==> src/rtl/lcd_seq_pkg.sv <==
package lcd_seq_pkg;

    typedef enum logic [1:0] {
        SQ_IDLE,
        SQ_RESET,
        SQ_SEND
    } sq_state_e;

    typedef enum logic [1:0] {
        TM_IDLE,
        TM_LOW,
        TM_WAIT
    } tm_phase_e;

    typedef struct packed {
        logic       valid;
        logic [7:0] data;
    } cmd_slot_t;

    localparam logic [7:0] OP_BANK_EXT  = 8'h21;
    localparam logic [7:0] OP_BANK_STD  = 8'h20;
    localparam logic [7:0] OP_BIAS      = 8'h10;
    localparam logic [7:0] OP_LINE_HI   = 8'h04;
    localparam logic [7:0] OP_LINE_LO   = 8'h40;
    localparam logic [7:0] OP_DISP_NORM = 8'h0C;
    localparam logic [7:0] OP_CONTRAST  = 8'h80;

    localparam int unsigned IDX_W    = 4;
    localparam logic [IDX_W-1:0] IDX_CON  = 4'd6;
    localparam logic [IDX_W-1:0] IDX_LAST = 4'd8;

    function automatic logic [7:0] seq_byte(
        input logic [IDX_W-1:0] idx,
        input logic [2:0]       bias,
        input logic [6:0]       con,
        input logic [6:0]       line
    );
        logic [7:0] b;
        case (idx)
            4'd0:    b = OP_BANK_EXT;
            4'd1:    b = OP_BIAS | {5'd0, bias};
            4'd2:    b = OP_LINE_HI | {7'd0, line[6]};
            4'd3:    b = OP_LINE_LO | {2'd0, line[5:0]};
            4'd4:    b = OP_BANK_STD;
            4'd5:    b = OP_DISP_NORM;
            4'd6:    b = OP_BANK_EXT;
            4'd7:    b = OP_CONTRAST | {1'b0, con};
            4'd8:    b = OP_BANK_STD;
            default: b = OP_BANK_STD;
        endcase
        return b;
    endfunction

endpackage

==> src/rtl/lcd_rst_timer.sv <==
module lcd_rst_timer
    import lcd_seq_pkg::*;
#(
    parameter int unsigned LOW_CYC  = 4,
    parameter int unsigned WAIT_CYC = 3
) (
    input  logic clk,
    input  logic rst,
    input  logic go,
    output logic lcd_rst_n,
    output logic fin
);
    localparam int unsigned MAX_CYC = (LOW_CYC > WAIT_CYC) ? LOW_CYC : WAIT_CYC;
    localparam int unsigned CNT_W   = $clog2(MAX_CYC + 1);
    localparam logic [CNT_W-1:0] LOW_END  = CNT_W'(LOW_CYC - 1);
    localparam logic [CNT_W-1:0] WAIT_END = CNT_W'(WAIT_CYC - 1);

    tm_phase_e        phase;
    logic [CNT_W-1:0] cnt;

    always_ff @(posedge clk) begin
        if (rst) begin
            phase     <= TM_IDLE;
            cnt       <= '0;
            lcd_rst_n <= 1'b1;
            fin       <= 1'b0;
        end else begin
            fin <= 1'b0;
            case (phase)
                TM_IDLE: begin
                    if (go) begin
                        phase     <= TM_LOW;
                        cnt       <= '0;
                        lcd_rst_n <= 1'b0;
                    end
                end
                TM_LOW: begin
                    if (cnt == LOW_END) begin
                        phase     <= TM_WAIT;
                        cnt       <= '0;
                        lcd_rst_n <= 1'b1;
                    end else begin
                        cnt <= cnt + 1'b1;
                    end
                end
                TM_WAIT: begin
                    if (cnt == WAIT_END) begin
                        phase <= TM_IDLE;
                        cnt   <= '0;
                        fin   <= 1'b1;
                    end else begin
                        cnt <= cnt + 1'b1;
                    end
                end
                default: phase <= TM_IDLE;
            endcase
        end
    end
endmodule

==> src/rtl/lcd_con_store.sv <==
module lcd_con_store #(
    parameter logic [6:0] CON_DEFAULT = 7'h28
) (
    input  logic       clk,
    input  logic       rst,
    input  logic       req,
    input  logic [6:0] val,
    input  logic       take,
    output logic       pend,
    output logic [6:0] con
);
    always_ff @(posedge clk) begin
        if (rst) begin
            pend <= 1'b0;
            con  <= CON_DEFAULT;
        end else begin
            if (req) begin
                pend <= 1'b1;
                con  <= val;
            end else if (take) begin
                pend <= 1'b0;
            end
        end
    end
endmodule

==> src/rtl/lcd_byte_out.sv <==
module lcd_byte_out
    import lcd_seq_pkg::*;
(
    input  logic       clk,
    input  logic       rst,
    input  logic       load,
    input  logic [7:0] load_byte,
    input  logic       ready,
    output logic [7:0] data,
    output logic       valid,
    output logic       accept
);
    cmd_slot_t slot;

    assign data   = slot.data;
    assign valid  = slot.valid;
    assign accept = slot.valid & ready;

    always_ff @(posedge clk) begin
        if (rst) begin
            slot <= '{valid: 1'b0, data: 8'h00};
        end else if (load) begin
            slot <= '{valid: 1'b1, data: load_byte};
        end else if (accept) begin
            slot.valid <= 1'b0;
        end
    end
endmodule

==> src/rtl/lcd_cmd_seq.sv <==
module lcd_cmd_seq
    import lcd_seq_pkg::*;
#(
    parameter int unsigned RST_LOW_CYC  = 4,
    parameter int unsigned RST_WAIT_CYC = 3,
    parameter logic [6:0]  CON_DEFAULT  = 7'h28,
    parameter logic [6:0]  START_LINE   = 7'd64
) (
    input  logic       clk,
    input  logic       rst,
    input  logic       start_i,
    input  logic [2:0] bias_i,
    input  logic       con_req_i,
    input  logic [6:0] con_val_i,
    output logic [7:0] byte_o,
    output logic       byte_valid_o,
    input  logic       byte_ready_i,
    output logic       lcd_rst_n_o,
    output logic       lcd_dc_o,
    output logic       done_o
);
    sq_state_e        state;
    logic [IDX_W-1:0] idx;
    logic [2:0]       bias_q;
    logic [6:0]       snap_q;
    logic             tm_go, tm_fin;
    logic             pend, take;
    logic [6:0]       con_cur;
    logic             load, accept;
    logic [7:0]       load_byte;
    logic [IDX_W-1:0] nidx;

    lcd_rst_timer #(.LOW_CYC(RST_LOW_CYC), .WAIT_CYC(RST_WAIT_CYC)) u_tmr (
        .clk(clk), .rst(rst), .go(tm_go), .lcd_rst_n(lcd_rst_n_o), .fin(tm_fin)
    );

    lcd_con_store #(.CON_DEFAULT(CON_DEFAULT)) u_con (
        .clk(clk), .rst(rst), .req(con_req_i), .val(con_val_i),
        .take(take), .pend(pend), .con(con_cur)
    );

    lcd_byte_out u_out (
        .clk(clk), .rst(rst), .load(load), .load_byte(load_byte),
        .ready(byte_ready_i), .data(byte_o), .valid(byte_valid_o), .accept(accept)
    );

    // Next-step decode: which list entry is loaded this cycle.
    always_comb begin
        tm_go     = 1'b0;
        take      = 1'b0;
        load      = 1'b0;
        nidx      = idx;
        load_byte = seq_byte(idx, bias_q, snap_q, START_LINE);
        case (state)
            SQ_IDLE: begin
                if (start_i) begin
                    tm_go = 1'b1;
                    take  = 1'b1;
                end else if (pend) begin
                    take      = 1'b1;
                    load      = 1'b1;
                    nidx      = IDX_CON;
                    load_byte = seq_byte(IDX_CON, bias_q, con_cur, START_LINE);
                end
            end
            SQ_RESET: begin
                if (tm_fin) begin
                    load      = 1'b1;
                    nidx      = '0;
                    load_byte = seq_byte('0, bias_q, snap_q, START_LINE);
                end
            end
            SQ_SEND: begin
                if (accept && idx != IDX_LAST) begin
                    load      = 1'b1;
                    nidx      = idx + 1'b1;
                    load_byte = seq_byte(idx + 1'b1, bias_q, snap_q, START_LINE);
                end
            end
            default: ;
        endcase
    end

    always_ff @(posedge clk) begin
        if (rst) begin
            state    <= SQ_IDLE;
            idx      <= '0;
            bias_q   <= '0;
            snap_q   <= CON_DEFAULT;
            lcd_dc_o <= 1'b1;
            done_o   <= 1'b0;
        end else begin
            done_o <= 1'b0;
            idx    <= nidx;
            case (state)
                SQ_IDLE: begin
                    if (start_i) begin
                        state    <= SQ_RESET;
                        bias_q   <= bias_i;
                        snap_q   <= con_cur;
                        lcd_dc_o <= 1'b0;
                    end else if (pend) begin
                        state    <= SQ_SEND;
                        snap_q   <= con_cur;
                        lcd_dc_o <= 1'b0;
                    end
                end
                SQ_RESET: begin
                    if (tm_fin) state <= SQ_SEND;
                end
                SQ_SEND: begin
                    if (accept && idx == IDX_LAST) begin
                        state    <= SQ_IDLE;
                        done_o   <= 1'b1;
                        lcd_dc_o <= 1'b1;
                    end
                end
                default: state <= SQ_IDLE;
            endcase
        end
    end
endmodule

==> config.mk <==
export PLATFORM = sky130hd
export DESIGN_NAME = lcd_cmd_seq
export DESIGN_NICKNAME = d
export VERILOG_FILES = /design/src/rtl/lcd_seq_pkg.sv /design/src/rtl/lcd_rst_timer.sv /design/src/rtl/lcd_con_store.sv /design/src/rtl/lcd_byte_out.sv /design/src/rtl/lcd_cmd_seq.sv
export SDC_FILE = /design/constraint.sdc
export NUM_CORES = 1
export LEC_CHECK = 0
export BUFFER_PORTS_ARGS = -buffer_cell sky130_fd_sc_hd__buf_2
export CAP_MARGIN = 40
export CORE_AREA = 2 2 72 74
export CTS_BUF_LIST = sky130_fd_sc_hd__clkbuf_8
export DETAILED_ROUTE_END_ITERATION = 8
export DIE_AREA = 0 0 74 76
export PLACE_DENSITY = 0.76
export SETUP_SLACK_MARGIN = 0.15
export SLEW_MARGIN = 20
export SYNTH_ARGS = -nofsm -noshare
export SYNTH_HDL_FRONTEND = slang
export SYNTH_HIERARCHICAL = 1
export SYNTH_SLANG_ARGS = --single-unit
==> constraint.sdc <==
create_clock -name clk -period 2.1 [get_ports clk]
set_input_delay 0.105 -clock clk [delete_from_list [all_inputs] [get_ports clk]]
set_output_delay 0.105 -clock clk [all_outputs]
set_load 0.05 [all_outputs]
# --- After elaboration in Yosys (flattened, before gate mapping) ---
# Cells that the tools add are included.
totals:
  input_bits: 15
  output_inout_bits: 12
  regBits: 42
  wordCells: 122
classes:
  n_reduce_logical: 25
  bitwise: 3
  n_addsub: 2
  n_eq_ne: 29
  muxes: 49
op_table:
  columns: ["operator", "count"]
  rows:
  - ["one-hot mux 8 bit (6 select lines)", 2]
  - ["two-way mux 8 bit", 4]
  - ["equality test 4 x 3 -> 1 bit, second input constant", 6]
  - ["one-hot mux 8 bit (3 select lines)", 1]
  - ["two-way mux 1 bit", 19]
  - ["equality test 4 x 2 -> 1 bit, second input constant", 4]
  - ["two-way mux 4 bit", 4]
  - ["two-way mux 2 bit", 7]
  - ["two-way mux 7 bit", 2]
  - ["one-hot mux 2 bit (3 select lines)", 2]
  - ["one-hot mux 4 bit (3 select lines)", 1]
  - ["AND reduction 3 bit", 4]
  - ["nonzero test 2 bit", 5]
  - ["two-way mux 3 bit", 3]
  - ["one-hot mux 3 bit (3 select lines)", 1]
  - ["equality test 4 x 1 -> 1 bit, second input constant", 2]
  - ["zero test 4 bit", 2]
  - ["inequality test 2 x 1 -> 1 bit, second input constant", 4]
  - ["inequality test 2 bit, second input constant", 4]
  - ["OR reduction 2 bit", 4]
  - ["equality test 3 x 2 -> 1 bit, second input constant", 2]
  - ["AND reduction 2 bit", 3]
  - ["nonzero test 3 bit", 2]
  - ["AND reduction 5 bit", 1]
  - ["13 further kinds", 19]

# --- Depth between registers and ports, before layout ---
depth:
  depth_word: 6
  mapped_depth: 10
  depth_no_buf: 8

# --- Modules after synthesis ---
# The synthesis kept the hierarchy.
modules_own_cells:
  columns: ["mod", "seq_area_each_um2", "area_per_inst_um2", "cells_per_inst", "instances"]
  rows:
  - ["lcd_cmd_seq", 360.3, 1490.2, 178, 1]
  - ["lcd_rst_timer", 140.1, 435.4, 47, 1]
  - ["lcd_byte_out", 180.2, 327.8, 31, 1]
  - ["lcd_con_store", 160.2, 295.3, 27, 1]

# --- Worst setup path before layout ---
# OpenSTA, ideal clock, no wires.
synth_path:
  path_type: "flip-flop to flip-flop"
  start: "register idx[0]"
  end: "register u_out.slot, in the netlist u_out/data[5]"
  required_ps: 1983
  setup_slack_ps: 80
  setup_ps: 117
  period_less_slack_ps: 2020
  stages_incl_launch_ff: 11
  arrival_time_ps: 1902
  cell_sequence: "dfxtp_1 > buf_2 > inv_1 > ha_1 > buf_2 > nand2b_1 > a2111oi_0 > o31ai_1 > a211o_1 > mux2i_1 > nor2_1"
synth_between:
  elab_chain_cells: 6
synth_lines:
  columns: ["item", "line", "source"]
  rows:
  - ["start: declaration", "lcd_cmd_seq.sv:23", "logic [IDX_W-1:0] idx;"]
  - ["start signal: assignment", "lcd_cmd_seq.sv:94", "idx <= nidx;"]
  - ["adder 4 x 1 -> 4 bit, or another cell as far along", "lcd_cmd_seq.sv:77", "load_byte = seq_byte(idx + 1'b1, bias_q, snap_q, START_LINE);"]
  - ["equality test 4 x 3 -> 1 bit, or another cell as far along", "lcd_seq_pkg.sv:39", "case (idx)"]
  - ["OR reduction 2 bit (no line) or one-hot mux 8 bit (6 select lines) (tied branches)", null, null]
  - ["one-hot mux 8 bit (6 select lines) or two-way mux 8 bit (tied branches)", "lcd_seq_pkg.sv:39, lcd_cmd_seq.sv:59", null]
  - ["two-way mux 8 bit (on tied branches)", "lcd_cmd_seq.sv:74, lcd_cmd_seq.sv:56", null]
  - ["one-hot mux 8 bit (3 select lines) *", "lcd_cmd_seq.sv:54", "case (state)"]
  - ["net load_byte[5]", "lcd_cmd_seq.sv:30", "logic [7:0] load_byte;"]
  - ["end signal: assignment", "lcd_byte_out.sv:21", "slot <= '{valid: 1'b0, data: 8'h00};"]
  - ["end signal: assignment", "lcd_byte_out.sv:23", "slot <= '{valid: 1'b1, data: load_byte};"]
  - ["end: declaration", "lcd_byte_out.sv:13", "cmd_slot_t slot;"]
# Mark *: on every way through the listed nets, which the timed path passes. The rest lies on a longest branch.
# A chain may end at the register's enable or synchronous reset.

# --- Worst setup path after layout ---
layout_path:
  start: "register idx[1]"
  end: "register u_out.slot, in the netlist u_out/data[0]"
# Same word-level chain as after synthesis.

==> reports/qor.txt <==
Port bufs: 26
Post-Route WL: 5.856 mm
Flop-to-flop setup slack: 0.19 ns
Peak supply drop: 0.0004201 V
H-tree Lvls: 2
Post-synth EDFFs: 0
Yosys top cell area share: 32.99%
Synth Instances: 283
Vias in the first global route: 2149
Area grow syn2layout: 16.15%
Worst-Margin Slew: 0.5861 ns
Hold Path Depth: 2
ANT nets after route: 0
CTS buffer count: 5
Hold Crit Class: input pin to register
I/O pin cnt: 27
DPL Wire Length: 4.198 mm
Post-synthesis register bit count: 42
Routed via count: 2200
Rel. slew slack: 60.51%
Maximum root-to-sink buffer count: 2
Rows: 26
Grt ovf: 0
Power Total: 1.661 mW
CTS tree: yes
Crit path launch type: register
Initial drt markers: 153
R2r worst-path depth: 9
First-pass GRT wire length: 9.618 mm
Pleak: 1.195 nW
Outcome: complete, no violations
CP Capture Type: register
Mapped Nets: 310
Hold slack: 0.01302 ns
# DRC: 0
Synth unique cells: 66
RSZ-0062 raised after global routing: true
Register area share after synthesis: 32.99%
Maximum number of pins on one net before global-route repair: 27
Routability cong.: 0.9051
Global-route usage over all layers: 21.79%
Required time worst endpoint: 2.29 ns
Core area: 4912 µm²
Period utilisation layout: 90.93%
Die H: 76 µm
Final setup fails: 0
Final hold violation count: 0
Final Critical Period: 1.910 ns
Crit path arrival time: 2.10 ns
Skew-Pair Late Insertion Delay: 0.30 ns
Initial Util: 51.88%
Ys Warns: 6
Drt wl/cell: 15.29 µm
Diodes inserted: 0
Largest area contributor in the netlist: dfxtp_1
Share of cells above drive strength 1: 25.88%
Final-stage net count: 340
Synthesized area per cell: 9.006 µm²
Post-Route Setup TNS: 0 ns
Routed vias/inst: 5.744
Synth Flop Type: dfxtp_1
Synth top area cells: dfxtp_1 33%, mux2i_1 9.8%, ha_1 5.9%, nor2_1 4.7%, a21oi_1 3.1%
CP max FO: 9
Die area: 5624 µm²
Antenna violations before repair: 0
Slew Limit Fails: 0
Critical path class: register to register
Asr flop ratio synth: 0%
CTS Sinks: 42
CTS Root Cell: clkbuf_8
Power per standard cell area: 561.1 nW/µm²
Die W: 74 µm
Max Cap Viol: 0
Drt first pass iters: 4
Setup Skew: 0.008603 ns
Post-synthesis cell area: 2549 µm²
F_max: 523.7 MHz
Worst-path clk slew: 0.08 ns
power breakdown:
| group | total, mW | internal (mW) | leakage [nW] | switching [mW] |
|---|---|---|---|---|
| clock | 0.497 | 0.223 | 0.0414 | 0.274 |
| sequential | 0.872 | 0.833 | 0.346 | 0.0387 |
| combinational | 0.292 | 0.123 | 0.808 | 0.169 |
| total | 1.66 | 1.18 | 1.20 | 0.482 |
layout by cell type, fill, tap and decap left out, types with 3 or more instances in the layout:
cell / count
dfxtp_1: 38
nor2_1: 31
buf_2: 26
mux2i_1: 25
a21oi_1: 16
inv_1: 14
buf_4: 13
nand2_1: 9
o21ai_0: 7
nand2b_1: 7
ha_1: 7
a211o_1: 6
and2_1: 5
nor3_1: 5
nand3_1: 5
clkbuf_8: 5
o31ai_1: 4
a211oi_1: 4
ha_4: 4
inv_2: 3
nand3b_1: 3
nor3b_1: 3
nor2b_1: 3
final cells by class:
type                       count  area (µm²)
fill                         428        1952
multi-input combinational    205        1612
sequential                    42       850.8
timing repair buffer          41       257.7
tap                           70       87.58
inverter                      18       72.57
clock buffer                   5       68.82
clock inverter                 2       11.26
worst paths after layout:
check | start | end
max reg2reg | idx[1] | u_out/data[0]
min reg2reg | u_con/con[5] | snap_q[5]
max | idx[1] | u_out/data[0]
min | con_val_i[3] | u_con/con[3]
critical path: stages, from the launching register on:
cell and delay, ns:
dfxtp_4 0.40, inv_4 0.06, ha_4 0.19, buf_4 0.16, a311oi_2 0.27, a21oi_1 0.11
o211ai_1 0.30, o31ai_1 0.11, mux2i_1 0.14, nor2_1 0.05
what timing repair did:
action	in CTS	in global routing
resized for setup	9	16
pin swaps	0	3
hold buffers	0	1
buffers inserted	0	0
endpoints found under the hold margin	0	1
setup endpoints to repair	6	9
registers in the layout (all words and copies together) (netlist names):
register,flops
idx,4
state,2
u_con/pend,1
u_tmr/fin,1
u_tmr/phase,2
lcd_dc_o,1
snap_q,7
u_out/valid,1
u_tmr/lcd_rst_n,1
done_o,1
u_tmr/cnt,3
u_con/con,7
u_out/data,8
bias_q,3
through the flow:
step / area (µm²) / util, % / instances / worst slack, ns
5_1_grt: 2960 / 60.26 / 383 / 0.1194
6_report: 2960 / 60.26 / 383 / 0.1905
4_1_cts: 2897 / 58.97 / 382 / 0.1234
3_3_place_gp: 2771 / 56.42 / 375 / 0.1108
3_5_place_dp: 2771 / 56.42 / 375 / 0.04372
2_1_floorplan: 2554 / - / 283 / 0.1360
kinds of logic after synthesis:
group / Yosys count / share of synthesized area [%]
XOR/XNOR: 1 / 0.3437
buffers and inverters: 36 / 7.167
adder cells (fa/ha/maj): 12 / 5.891
AO/OA/AOI/OAI: 72 / 21.55
AND/OR/NAND/NOR: 95 / 22.24
multiplexers: 25 / 9.818
flip-flops: 42 / 32.99
routing by layer:
layer | wire length [µm] | vias to the layer above | track usage, %
met5 | 0 | - | 0
met3 | 269 | 9 | 4.894
met2 | 2900 | 62 | 35.45
li1 | - | 1093 | -
met1 | 2540 | 1036 | 26.78
met4 | 145 | 0 | 10.18
synth_stat cells (2+ instances only):
cell type,count
a2111oi_0,4
a211o_1,6
a211oi_1,4
a21o_1,2
a21o_2,2
a21oi_1,16
a221o_1,2
a311oi_1,2
and2_1,5
and3_1,2
and3b_1,2
and3b_2,2
buf_2,6
buf_4,2
buf_6,4
clkbuf_1,4
clkbuf_2,2
dfxtp_1,42
ha_1,12
inv_1,15
inv_2,3
mux2i_1,25
nand2_1,9
nand2b_1,7
nand3_1,5
nand3b_1,3
nand4_1,2
nor2_1,32
nor2b_1,3
nor2b_2,2
nor3_1,5
nor3b_1,3
o211ai_1,2
o21ai_0,7
o21ai_1,2
o22ai_1,2
o31ai_1,4
o32a_1,2
o41ai_1,2
Note: power is estimated with default switching activity, not from simulation.
